[config.mk]
export PLATFORM = sky130hd
export DESIGN_NAME = sbus_regfile
export DESIGN_NICKNAME = d
export VERILOG_FILES = /design/src/rtl/sbus_regfile_pkg.sv /design/src/rtl/sbus_ctrl_unit.sv /design/src/rtl/sbus_stat_unit.sv /design/src/rtl/sbus_cfg_regs.sv /design/src/rtl/sbus_regfile.sv
export SDC_FILE = /design/constraint.sdc
export NUM_CORES = 1
export LEC_CHECK = 0
export CAP_MARGIN = 30
export CORE_UTILIZATION = 42
export CTS_CLUSTER_DIAMETER = 100
export DETAILED_ROUTE_END_ITERATION = 8
export PLACE_DENSITY = 0.75
export SKIP_CTS_REPAIR_TIMING = 1
export SLEW_MARGIN = 20
export SYNTH_ARGS = -nofsm -noshare
export SYNTH_HDL_FRONTEND = slang
export SYNTH_SLANG_ARGS = --single-unit
[constraint.sdc]
create_clock -name clk -period 3.5 [get_ports clk]
set_clock_uncertainty 0.2 [all_clocks]
set_input_delay 0.525 -clock clk [delete_from_list [all_inputs] [get_ports clk]]
set_output_delay 0.525 -clock clk [all_outputs]
set_load 0.005 [all_outputs]
[src/rtl/sbus_regfile_pkg.sv]
package sbus_regfile_pkg;

  localparam int OFFS_W = 6;
  localparam int NSTS   = 3;

  localparam logic [OFFS_W-1:0] OFS_CTRL  = 6'h00;
  localparam logic [OFFS_W-1:0] OFS_CLK   = 6'h04;
  localparam logic [OFFS_W-1:0] OFS_IEN   = 6'h08;
  localparam logic [OFFS_W-1:0] OFS_IST   = 6'h0C;
  localparam logic [OFFS_W-1:0] OFS_ADDR  = 6'h10;
  localparam logic [OFFS_W-1:0] OFS_DATA  = 6'h1C;
  localparam logic [OFFS_W-1:0] OFS_LINE  = 6'h24;
  localparam logic [OFFS_W-1:0] OFS_DMODE = 6'h28;
  localparam logic [OFFS_W-1:0] OFS_CMD   = 6'h2C;
  localparam logic [OFFS_W-1:0] OFS_DEV   = 6'h30;

  localparam logic [7:0] CMD_RD8  = 8'h8B;
  localparam logic [7:0] CMD_RD16 = 8'h9C;
  localparam logic [7:0] CMD_RD32 = 8'hA6;

  localparam logic [7:0] DM_DATA_RST = 8'h7C;
  localparam logic [7:0] DM_REG_RST  = 8'h3E;

  typedef struct packed {
    logic ctrl;
    logic clk;
    logic ien;
    logic ist;
    logic addr;
    logic data;
    logic line;
    logic dmode;
    logic cmd;
    logic dev;
  } wsel_t;

  function automatic wsel_t decode_offset(input logic [OFFS_W-1:0] o);
    wsel_t s;
    s       = '0;
    s.ctrl  = (o == OFS_CTRL);
    s.clk   = (o == OFS_CLK);
    s.ien   = (o == OFS_IEN);
    s.ist   = (o == OFS_IST);
    s.addr  = (o == OFS_ADDR);
    s.data  = (o == OFS_DATA);
    s.line  = (o == OFS_LINE);
    s.dmode = (o == OFS_DMODE);
    s.cmd   = (o == OFS_CMD);
    s.dev   = (o == OFS_DEV);
    return s;
  endfunction

  function automatic logic [31:0] read_mask(input logic [7:0] c);
    logic [31:0] m;
    case (c)
      CMD_RD8:  m = 32'h0000_00FF;
      CMD_RD16: m = 32'h0000_FFFF;
      CMD_RD32: m = 32'hFFFF_FFFF;
      default:  m = 32'h0;
    endcase
    return m;
  endfunction

endpackage

[src/rtl/sbus_ctrl_unit.sv]
module sbus_ctrl_unit
  import sbus_regfile_pkg::*;
#(
  parameter int DM_W = 8
) (
  input  logic            clk,
  input  logic            rst,
  input  logic            we_ctrl,
  input  logic            w_start,
  input  logic            w_abort,
  input  logic            w_gie,
  input  logic            w_srst,
  input  logic            we_dmode,
  input  logic            w_dm_go,
  input  logic [DM_W-1:0] w_dm_data,
  input  logic [DM_W-1:0] w_dm_reg,
  input  logic [DM_W-1:0] w_dm_dev,
  input  logic            xfer_end,
  input  logic            srst_done_i,
  input  logic            dinit_done_i,
  output logic            busy,
  output logic            gie,
  output logic            srst_q,
  output logic            start_pulse,
  output logic            abort_pulse,
  output logic            dinit_q,
  output logic [DM_W-1:0] dm_data,
  output logic [DM_W-1:0] dm_reg,
  output logic [DM_W-1:0] dm_dev,
  output logic            soft_clr
);

  assign soft_clr = srst_q & srst_done_i;

  // Start, abort, enable and soft reset
  always_ff @(posedge clk) begin
    if (rst || soft_clr) begin
      busy        <= 1'b0;
      gie         <= 1'b0;
      srst_q      <= 1'b0;
      start_pulse <= 1'b0;
      abort_pulse <= 1'b0;
    end else begin
      start_pulse <= 1'b0;
      abort_pulse <= 1'b0;
      if (busy && xfer_end) busy <= 1'b0;
      if (we_ctrl) begin
        gie <= w_gie;
        if (w_srst) srst_q <= 1'b1;
        if (w_start && !busy) begin
          busy        <= 1'b1;
          start_pulse <= 1'b1;
        end else if (w_abort && busy && !xfer_end) begin
          busy        <= 1'b0;
          abort_pulse <= 1'b1;
        end
      end
    end
  end

  // Device-mode initialisation request
  always_ff @(posedge clk) begin
    if (rst || soft_clr) begin
      dinit_q <= 1'b0;
      dm_data <= DM_DATA_RST;
      dm_reg  <= DM_REG_RST;
      dm_dev  <= '0;
    end else if (dinit_q) begin
      if (dinit_done_i) dinit_q <= 1'b0;
    end else if (we_dmode) begin
      dinit_q <= w_dm_go;
      dm_data <= w_dm_data;
      dm_reg  <= w_dm_reg;
      dm_dev  <= w_dm_dev;
    end
  end

  assert_launch_once_R2: assert property (@(posedge clk) disable iff (rst)
    start_pulse |=> !start_pulse);
  assert_launch_busy_R2: assert property (@(posedge clk) disable iff (rst)
    start_pulse |-> busy);
  assert_abort_idle_R7: assert property (@(posedge clk) disable iff (rst)
    abort_pulse |-> !busy);
  assert_srst_clear_R8: assert property (@(posedge clk) disable iff (rst)
    soft_clr |=> (!srst_q && !busy && !gie));
  assert_dinit_clear_R9: assert property (@(posedge clk) disable iff (rst)
    (dinit_q && dinit_done_i) |=> !dinit_q);

endmodule

[src/rtl/sbus_stat_unit.sv]
module sbus_stat_unit
  import sbus_regfile_pkg::*;
#(
  parameter int ERRB_W = 4
) (
  input  logic              clk,
  input  logic              rst,
  input  logic              soft_clr,
  input  logic              we_ist,
  input  logic [NSTS-1:0]   w_clr,
  input  logic              we_ien,
  input  logic [NSTS-1:0]   w_ien,
  input  logic              xfer_end,
  input  logic              xfer_err,
  input  logic              xfer_nack,
  input  logic [ERRB_W-1:0] err_byte,
  input  logic              lbusy_evt,
  input  logic              gie,
  output logic [NSTS-1:0]   sts_q,
  output logic [ERRB_W-1:0] errb_q,
  output logic              nack_q,
  output logic [NSTS-1:0]   ien_q,
  output logic              irq_o
);

  logic [NSTS-1:0] sts_set;
  logic [NSTS-1:0] sts_clr;

  assign sts_set = {lbusy_evt, xfer_end & xfer_err, xfer_end & ~xfer_err};
  assign sts_clr = we_ist ? w_clr : '0;

  always_ff @(posedge clk) begin
    if (rst || soft_clr) begin
      sts_q  <= '0;
      errb_q <= '0;
      nack_q <= 1'b0;
      ien_q  <= '0;
      irq_o  <= 1'b0;
    end else begin
      sts_q <= (sts_q & ~sts_clr) | sts_set;
      if (sts_set[1]) begin
        errb_q <= err_byte;
        nack_q <= xfer_nack;
      end else if (sts_clr[1]) begin
        errb_q <= '0;
        nack_q <= 1'b0;
      end
      if (we_ien) ien_q <= w_ien;
      irq_o <= gie & (|(sts_q & ien_q));
    end
  end

  assert_over_set_R3: assert property (@(posedge clk) disable iff (rst || soft_clr)
    (xfer_end && !xfer_err) |=> sts_q[0]);
  assert_err_set_R3: assert property (@(posedge clk) disable iff (rst || soft_clr)
    (xfer_end && xfer_err) |=> sts_q[1]);
  assert_w1c_over_R4: assert property (@(posedge clk) disable iff (rst || soft_clr)
    (we_ist && w_clr[0] && !xfer_end) |=> !sts_q[0]);
  assert_irq_gate_R6: assert property (@(posedge clk) disable iff (rst)
    !$past(gie) |-> !irq_o);

endmodule

[src/rtl/sbus_cfg_regs.sv]
module sbus_cfg_regs
  import sbus_regfile_pkg::*;
#(
  parameter int DW    = 32,
  parameter int DIV_W = 8,
  parameter int DLY_W = 3,
  parameter int RT_W  = 8,
  parameter int HW_W  = 16,
  parameter int LN_W  = 4
) (
  input  logic             clk,
  input  logic             rst,
  input  logic             soft_clr,
  input  logic             busy,
  input  logic             we_clk,
  input  logic             we_addr,
  input  logic             we_data,
  input  logic             we_line,
  input  logic             we_cmd,
  input  logic             we_dev,
  input  logic [DW-1:0]    wdata,
  input  logic             xfer_ok,
  input  logic [DW-1:0]    xfer_rdata,
  output logic             lbusy_evt,
  output logic [DIV_W-1:0] div_q,
  output logic [DLY_W-1:0] dly_q,
  output logic [7:0]       addr_q,
  output logic [DW-1:0]    data_q,
  output logic [LN_W-1:0]  line_q,
  output logic [7:0]       cmd_q,
  output logic [RT_W-1:0]  rt_q,
  output logic [HW_W-1:0]  hw_q
);

  localparam int DLY_LSB = DIV_W;
  localparam int RT_LSB  = HW_W;

  logic [DW-1:0] rmask;
  logic          rd_load;

  assign lbusy_evt = busy & (we_addr | we_data | we_cmd | we_dev);
  assign rmask     = DW'(read_mask(cmd_q));
  assign rd_load   = xfer_ok & (|rmask);

  // Transfer parameters, locked while busy
  always_ff @(posedge clk) begin
    if (rst || soft_clr) begin
      addr_q <= '0;
      cmd_q  <= '0;
      rt_q   <= '0;
      hw_q   <= '0;
    end else if (!busy) begin
      if (we_addr) addr_q <= wdata[7:0];
      if (we_cmd)  cmd_q  <= wdata[7:0];
      if (we_dev) begin
        rt_q <= wdata[RT_LSB +: RT_W];
        hw_q <= wdata[HW_W-1:0];
      end
    end
  end

  // Data word: written by software when idle, loaded by reads
  always_ff @(posedge clk) begin
    if (rst || soft_clr) begin
      data_q <= '0;
    end else if (rd_load) begin
      data_q <= xfer_rdata & rmask;
    end else if (we_data && !busy) begin
      data_q <= wdata;
    end
  end

  // Clock and line control, always writable
  always_ff @(posedge clk) begin
    if (rst || soft_clr) begin
      div_q  <= '0;
      dly_q  <= '0;
      line_q <= '0;
    end else begin
      if (we_clk) begin
        div_q <= wdata[DIV_W-1:0];
        dly_q <= wdata[DLY_LSB +: DLY_W];
      end
      if (we_line) line_q <= wdata[LN_W-1:0];
    end
  end

  assert_cmd_hold_R5: assert property (@(posedge clk) disable iff (rst || soft_clr)
    (we_cmd && busy) |=> $stable(cmd_q));
  assert_dev_hold_R5: assert property (@(posedge clk) disable iff (rst || soft_clr)
    (we_dev && busy) |=> ($stable(rt_q) && $stable(hw_q)));
  assert_rd8_width_R11: assert property (@(posedge clk) disable iff (rst || soft_clr)
    (xfer_ok && cmd_q == CMD_RD8) |=> (data_q[DW-1:8] == '0));

endmodule

[src/rtl/sbus_regfile.sv]
module sbus_regfile
  import sbus_regfile_pkg::*;
#(
  parameter int DW     = 32,
  parameter int ERRB_W = 4
) (
  input  logic              clk,
  input  logic              rst,
  input  logic              reg_wr_i,
  input  logic              reg_rd_i,
  input  logic [OFFS_W-1:0] reg_offs_i,
  input  logic [DW-1:0]     reg_wdata_i,
  output logic [DW-1:0]     reg_rdata_o,
  output logic              irq_o,
  output logic              xfer_start_o,
  output logic              xfer_abort_o,
  output logic [7:0]        xfer_cmd_o,
  output logic [7:0]        xfer_reg_o,
  output logic [DW-1:0]     xfer_wdata_o,
  output logic [7:0]        xfer_rtaddr_o,
  output logic [15:0]       xfer_hwaddr_o,
  input  logic              xfer_done_i,
  input  logic              xfer_err_i,
  input  logic              xfer_nack_i,
  input  logic [ERRB_W-1:0] xfer_errbyte_i,
  input  logic [DW-1:0]     xfer_rdata_i,
  output logic              srst_req_o,
  input  logic              srst_done_i,
  output logic              dinit_req_o,
  output logic [7:0]        dinit_data_o,
  output logic [7:0]        dinit_reg_o,
  output logic [7:0]        dinit_dev_o,
  input  logic              dinit_done_i,
  output logic [7:0]        clk_div_o,
  output logic [2:0]        sda_dly_o,
  output logic              sda_ovr_en_o,
  output logic              sda_ovr_val_o,
  output logic              scl_ovr_en_o,
  output logic              scl_ovr_val_o,
  input  logic              sda_in_i,
  input  logic              scl_in_i
);

  localparam int DM_W  = 8;
  localparam int DIV_W = 8;
  localparam int DLY_W = 3;
  localparam int LN_W  = 4;

  wsel_t sel;
  wsel_t we;

  assign sel = decode_offset(reg_offs_i);
  assign we  = reg_wr_i ? sel : '0;

  logic busy, gie, srst_q, dinit_q, soft_clr, lbusy_evt, xfer_end;
  logic [DM_W-1:0]   dm_data, dm_reg, dm_dev;
  logic [NSTS-1:0]   sts_q, ien_q;
  logic [ERRB_W-1:0] errb_q;
  logic              nack_q;
  logic [DIV_W-1:0]  div_q;
  logic [DLY_W-1:0]  dly_q;
  logic [7:0]        addr_q, cmd_q, rt_q;
  logic [15:0]       hw_q;
  logic [DW-1:0]     data_q;
  logic [LN_W-1:0]   line_q;

  assign xfer_end = xfer_done_i & busy;

  sbus_ctrl_unit #(.DM_W(DM_W)) u_ctrl (
    .clk          (clk),
    .rst          (rst),
    .we_ctrl      (we.ctrl),
    .w_start      (reg_wdata_i[7]),
    .w_abort      (reg_wdata_i[6]),
    .w_gie        (reg_wdata_i[1]),
    .w_srst       (reg_wdata_i[0]),
    .we_dmode     (we.dmode),
    .w_dm_go      (reg_wdata_i[31]),
    .w_dm_data    (reg_wdata_i[23:16]),
    .w_dm_reg     (reg_wdata_i[15:8]),
    .w_dm_dev     (reg_wdata_i[7:0]),
    .xfer_end     (xfer_end),
    .srst_done_i  (srst_done_i),
    .dinit_done_i (dinit_done_i),
    .busy         (busy),
    .gie          (gie),
    .srst_q       (srst_q),
    .start_pulse  (xfer_start_o),
    .abort_pulse  (xfer_abort_o),
    .dinit_q      (dinit_q),
    .dm_data      (dm_data),
    .dm_reg       (dm_reg),
    .dm_dev       (dm_dev),
    .soft_clr     (soft_clr)
  );

  sbus_stat_unit #(.ERRB_W(ERRB_W)) u_stat (
    .clk       (clk),
    .rst       (rst),
    .soft_clr  (soft_clr),
    .we_ist    (we.ist),
    .w_clr     (reg_wdata_i[NSTS-1:0]),
    .we_ien    (we.ien),
    .w_ien     (reg_wdata_i[NSTS-1:0]),
    .xfer_end  (xfer_end),
    .xfer_err  (xfer_err_i),
    .xfer_nack (xfer_nack_i),
    .err_byte  (xfer_errbyte_i),
    .lbusy_evt (lbusy_evt),
    .gie       (gie),
    .sts_q     (sts_q),
    .errb_q    (errb_q),
    .nack_q    (nack_q),
    .ien_q     (ien_q),
    .irq_o     (irq_o)
  );

  sbus_cfg_regs #(
    .DW(DW), .DIV_W(DIV_W), .DLY_W(DLY_W), .RT_W(8), .HW_W(16), .LN_W(LN_W)
  ) u_cfg (
    .clk        (clk),
    .rst        (rst),
    .soft_clr   (soft_clr),
    .busy       (busy),
    .we_clk     (we.clk),
    .we_addr    (we.addr),
    .we_data    (we.data),
    .we_line    (we.line),
    .we_cmd     (we.cmd),
    .we_dev     (we.dev),
    .wdata      (reg_wdata_i),
    .xfer_ok    (xfer_end & ~xfer_err_i),
    .xfer_rdata (xfer_rdata_i),
    .lbusy_evt  (lbusy_evt),
    .div_q      (div_q),
    .dly_q      (dly_q),
    .addr_q     (addr_q),
    .data_q     (data_q),
    .line_q     (line_q),
    .cmd_q      (cmd_q),
    .rt_q       (rt_q),
    .hw_q       (hw_q)
  );

  // Read multiplexer
  logic [DW-1:0] rd_mux;
  always_comb begin
    rd_mux = '0;
    unique case (1'b1)
      sel.ctrl:  rd_mux = DW'({busy, 5'b0, gie, srst_q});
      sel.clk:   rd_mux = DW'({dly_q, div_q});
      sel.ien:   rd_mux = DW'(ien_q);
      sel.ist:   rd_mux = DW'({nack_q, 4'b0, errb_q, 5'b0, sts_q});
      sel.addr:  rd_mux = DW'(addr_q);
      sel.data:  rd_mux = data_q;
      sel.line:  rd_mux = DW'({scl_in_i, sda_in_i, line_q});
      sel.dmode: rd_mux = DW'({dinit_q, 7'b0, dm_data, dm_reg, dm_dev});
      sel.cmd:   rd_mux = DW'(cmd_q);
      sel.dev:   rd_mux = DW'({rt_q, hw_q});
      default:   rd_mux = '0;
    endcase
  end

  always_ff @(posedge clk) begin
    if (rst) reg_rdata_o <= '0;
    else if (reg_rd_i) reg_rdata_o <= rd_mux;
  end

  assign xfer_cmd_o    = cmd_q;
  assign xfer_reg_o    = addr_q;
  assign xfer_wdata_o  = data_q;
  assign xfer_rtaddr_o = rt_q;
  assign xfer_hwaddr_o = hw_q;
  assign srst_req_o    = srst_q;
  assign dinit_req_o   = dinit_q;
  assign dinit_data_o  = dm_data;
  assign dinit_reg_o   = dm_reg;
  assign dinit_dev_o   = dm_dev;
  assign clk_div_o     = div_q;
  assign sda_dly_o     = dly_q;
  assign sda_ovr_en_o  = line_q[0];
  assign sda_ovr_val_o = line_q[1];
  assign scl_ovr_en_o  = line_q[2];
  assign scl_ovr_val_o = line_q[3];

  assert_rd_hold_R1: assert property (@(posedge clk) disable iff (rst)
    !reg_rd_i |=> $stable(reg_rdata_o));

endmodule

-- After elaboration in Yosys (flattened, before gate mapping)
Index checks and enable logic that the tools add are counted.
- flip-flop bits (word level): 161
- output and inout bits: 148
- word-level logic and storage cells: 93
- equal/unequal tests: 12
- multiplexer cells: 19
- bitwise gates (word level): 19
- reduce and logical (&&, ||, !) cells: 20
- operators by type and width (kind ; number):
    32-bit case mux with 10 select lines ; 1
    32-bit case mux with 3 select lines ; 1
    32-bit two-way mux ; 2
    32-bit bitwise AND ; 1
    32-bit OR reduction ; 1
    6-bit equality test, second input constant ; 4
    8-bit equality test, second input constant ; 3
    6-bit by 4-bit equality test with 1-bit output, second input constant ; 2
    6-bit by 5-bit equality test with 1-bit output, second input constant ; 2
    1-bit two-way mux ; 11
    10-bit two-way mux ; 1
    2-bit AND reduction ; 5
    4-bit two-way mux ; 2
    1-bit bitwise AND ; 7
    3-bit bitwise AND ; 2
    6-bit by 3-bit equality test with 1-bit output, second input constant ; 1
    6-bit zero test ; 1
    3-bit OR reduction ; 2
    1-bit logical AND ; 5
    1-bit inverter ; 4
    2-bit nonzero test ; 2
    3-bit two-way mux ; 1
    3-bit inverter ; 1
    1-bit OR ; 3
    4 further kinds ; 5

-- Depth between registers and ports, before layout
- word-level depth: 7
- gate-level depth with buffers: 8
- depth with buffers taken out: 5

-- By module
From an unflattened synthesis, not the netlist that was laid out.
- cells, all modules: 836
- area, all modules: 7489.7 µm²
- by module, submodules not included (module ; instances ; cells each ; area an instance (µm²)):
    sbus_cfg_regs ; 1 ; 399 ; 3729.8
    sbus_regfile ; 1 ; 269 ; 2180.8
    sbus_ctrl_unit ; 1 ; 130 ; 1126.1
    sbus_stat_unit ; 1 ; 38 ; 452.9

-- Least setup slack after synthesis
No wires, ideal clock.
- path type: input to register
- start point: in reg_offs_i[5]
- end point: reg reg_rdata_o[10]
- library setup time: 114 ps
- arrival time: 1947 ps
- slack: 1239 ps
- cell stages on the path: 8
- buffers on the path: 3
- path through: clkbuf_1 > inv_1 > and3_1 > clkbuf_1 > buf_2 > a222oi_1 > a21oi_1 > a21o_1
- word-level cells in the longest chain between the ends: 2
- RTL lines (what ; line ; text):
    start, declared ; sbus_regfile.sv:11 ; input logic [OFFS_W-1:0] reg_offs_i,
    6-bit equality test (tied with other cells) ; sbus_regfile_pkg.sv:49 ; s.dev = (o == OFS_DEV);
    32-bit case mux with 10 select lines (*) ; sbus_regfile.sv:149 ; unique case (1'b1)
    end signal, assigned ; sbus_regfile.sv:166 ; else if (reg_rd_i) reg_rdata_o <= rd_mux;
    end, declared ; sbus_regfile.sv:13 ; output logic [DW-1:0] reg_rdata_o,
Every way passes the cells marked *; elsewhere a longest branch is shown, timed or not.
A chain may end at the register's enable or synchronous reset.

-- Final worst setup path
- start point: in reg_offs_i[0]
- end point: reg reg_rdata_o[9]
Same word-level chain as after synthesis.

==> impl_metrics.env <==
export IMPL_outcome="complete, no violations"
export IMPL_synthSimpleGateAreaFrac=0.222
export IMPL_grt_start_max_net_pins=49
export IMPL_cts_inserted_buffers=17
export IMPL_fin_nets=1117
export IMPL_avgRoutedWirePerCell_um=20.7
export IMPL_diodes=0
export IMPL_p_per_area_nw_per_um2=407
export IMPL_drive_gt1_frac=0.0775
export IMPL_clkSinkCount=161
export IMPL_p_clk_frac=0.481
export IMPL_vias_per_cell=5.92
export IMPL_place_hpwl_um=18400
export IMPL_synth_edf_count=0
export IMPL_top_regs="reg_rdata_o (32), u_cfg.data_q (32), u_cfg.hw_q (16)"
export IMPL_reg2regPathDepth=5
export IMPL_ys_top_cells_by_area="dfxtp_1 (48%), nand2_1 (10%), a21oi_1 (9.0%), nand3_1 (5.0%), a22oi_1 (4.4%)"
export IMPL_crit_path_end_kind="flip-flop"
export IMPL_hp_class="flip-flop to flip-flop"
export IMPL_port_buffers=232
export IMPL_clock_root_buffer="clkbuf_16"
export IMPL_grt_usage=0.314
export IMPL_syn_area_sq_um=6700
export IMPL_initial_core_util=0.436
export IMPL_clk_insertion_delay_late_ps=430
export IMPL_cts_buffer_depth=2
export IMPL_grt_first_pass_wirelength_um=39300
export IMPL_synth_top_area_share=0.481
export IMPL_comb_power_share=0.063
export IMPL_grtUsageMet2=0.502
export IMPL_vdd_drop_max_mv=0.323
export IMPL_area_growth_pct=48.2
export IMPL_ioPinCount=233
export IMPL_overflow=0
export IMPL_maxCapViolCount=0
export IMPL_p_switching_uw=917
export IMPL_cp_max_fo=11
export IMPL_synth_distinct_cells=46
export IMPL_drc_errors=0
export IMPL_min_period_over_period=0.780
export IMPL_drt_total_wl_um=26000
export IMPL_leakagePower_uw=0.00330
export IMPL_switching_share=0.227
export IMPL_cts_tree="done"
export IMPL_grt_use_met3=0.0614
export IMPL_internal_power_uw=3130
export IMPL_num_rows=45
export IMPL_synthMuxAreaShare=0.00486
export IMPL_drtPass1Iterations=6
export IMPL_postSynth_asyncResetShare=0
export IMPL_finalSetupTns_ps=0
export IMPL_arrival_ps=2850
export IMPL_synth_compound_area_frac=0.248
export IMPL_worstHoldPathCells=1
export IMPL_synth_top_area_cell="dfxtp_1"
export IMPL_relSlewSlack=0.534
export IMPL_report_final_slew_viol_count=0
export IMPL_synth_top_family_by_area="compound AO/OA/AOI/OAI gates"
export IMPL_die_width_um=128
export IMPL_dp_cells=1224
export IMPL_startpoint_type="input pin"
export IMPL_fmax_mhz=366
export IMPL_power_frac_seq=0.456
export IMPL_period_needed_ps=2730
export IMPL_die_area_sq_um=16500
export IMPL_cp_required_ps=3620
export IMPL_drt_iter0_markers=921
export IMPL_hold_viol=0
export IMPL_syn_avg_cell_area_sq_um=8.26
export IMPL_synth_seq_area_share=0.481
export IMPL_cts_max_level=4
export IMPL_coreArea_sq_um=15400
export IMPL_synthXorXnorAreaFrac=0.00131
export IMPL_finalSetupViolCount=0
export IMPL_tightestPinTransition_ps=699
export IMPL_ys_ff_latch=161
export IMPL_final_instance_count_excl_fill=1256
export IMPL_synth_ff_type="dfxtp_1"
export IMPL_grt_pass1_vias=6917
export IMPL_vias=7438
export IMPL_clk_pin_slew_ps=60
export IMPL_syn_nets=896
export IMPL_path_class="input pin to flip-flop"
export IMPL_place_congestion=0.888
export IMPL_grt_use_met1=0.414
export IMPL_gr_max_usage_layer="met2"
export IMPL_syn_inst=811
export IMPL_ys_warn_count=0
export IMPL_antenna_found_initial=0
export IMPL_die_h_um=128
export IMPL_antenna_left=0
export IMPL_synthAdderAreaFrac=0
export IMPL_rsz0062_at_grt="no"
## worst paths after layout
| kind | startpoint | to | slack [ps] |
|---|---|---|---|
| max | reg_offs_i[0] | reg_rdata_o[9] | 770 |
| min | reg_rdata_o[10] | reg_rdata_o[10] | 250 |
| max reg2reg | u_ctrl.busy | u_cfg.data_q[8] | 1040 |
| min reg2reg | reg_rdata_o[10] | reg_rdata_o[10] | 250 |
## per-stage QoR
step / worst slack, ps / cell area [sq um] / util / hold WS [ps] / power [uW]
floorplan: 1240 / 6700 / - / 220 / 1960
global placement: 400 / 9310 / 0.606 / 233 / 2130
detailed placement: 345 / 9310 / 0.606 / 240 / 2130
CTS: 794 / 9930 / 0.646 / 255 / 4050
global route: 612 / 9930 / 0.646 / 280 / 4140
finish: 769 / 9930 / 0.646 / 253 / 4040
## area by class of cell
type                    count  area [sq um]
fillers                  1335          5440
flip-flops and latches    161          3220
multi-input cells         581          3210
repair buffers            268          2610
clock buffers              21           460
well taps                 211           264
clock inverters            11           153
inverters                   3          11.3
## layout by cell type (no fill, tap or decap), types with 2 or more instances in the layout
master and instances:
nor2_4 2, inv_1 3, o211ai_1 2, mux2_2 2, nor2_1 15, a222oi_1 17, nand3b_1 4, and3_1 9
nor2_2 2, a221oi_1 8, a22oi_1 39, bufinv_16 3, a32oi_1 10, a311oi_1 2, a31oi_1 3, clkinvlp_4 3
dfxtp_1 161, nor4b_1 2, clkbuf_8 2, o21ai_0 35, nor3_1 4, inv_6 2, clkbuf_1 2, buf_4 35
nand4_1 2, clkdlybuf4s50_1 232, nand3_1 67, nand2b_1 2, nand2_1 183, a21oi_1 120, a22o_1 15, nor4bb_1 4
a21o_1 5, clkbuf_16 17, and2_1 2, nor2b_1 7, clkinv_4 2
## power groups by stage
stage | sequential [uW] | combinational [uW] | clock, uW
after global routing | 1840 | 266 | 2030
after CTS | 1840 | 250 | 1950
after floorplan | 1880 | 76.7 | 0
after global placement | 1890 | 249 | 0
final | 1840 | 254 | 1950
after detailed placement | 1890 | 249 | 0
## cell usage after synthesis, drive strengths merged (2+ instances only)
library cell and count:
dfxtp 161, a311oi 2, nor2b 7, a222oi 17, clkbuf 48, a32oi 10, and3 9, nor3 6
o21ai 35, a31oi 3, nand2 183, nand2b 2, a21o 6, and2 3, nor2 19, nand3 67
nor4b 3, a21oi 121, a221oi 8, buf 18, a22o 15, nand3b 4, mux2 2, a22oi 39
o211ai 2, nand4 2, nor4bb 4, inv 3
## per-layer routing
layer,up-vias,share of wire
met1,3586,0.42
met4,0,0.030
met2,419,0.46
met3,57,0.091
li1,3376,-
met5,-,0
## cell families after synthesis
kind of cell,Yosys count
DFF,161
AOI/OAI and AO/OA,261
and+or+nand+nor,316
buffers and inverters,69
xor gates and xnor gates,1
muxes,3
## worst max-delay path: stages
cell	delay, ps
clkdlybuf4s50_1	620
and4bb_2	320
and3_1	420
buf_4	280
a222oi_1	380
a21oi_1	130
a21o_1	170
No activity file was read; power rests on OpenSTA's default activity.
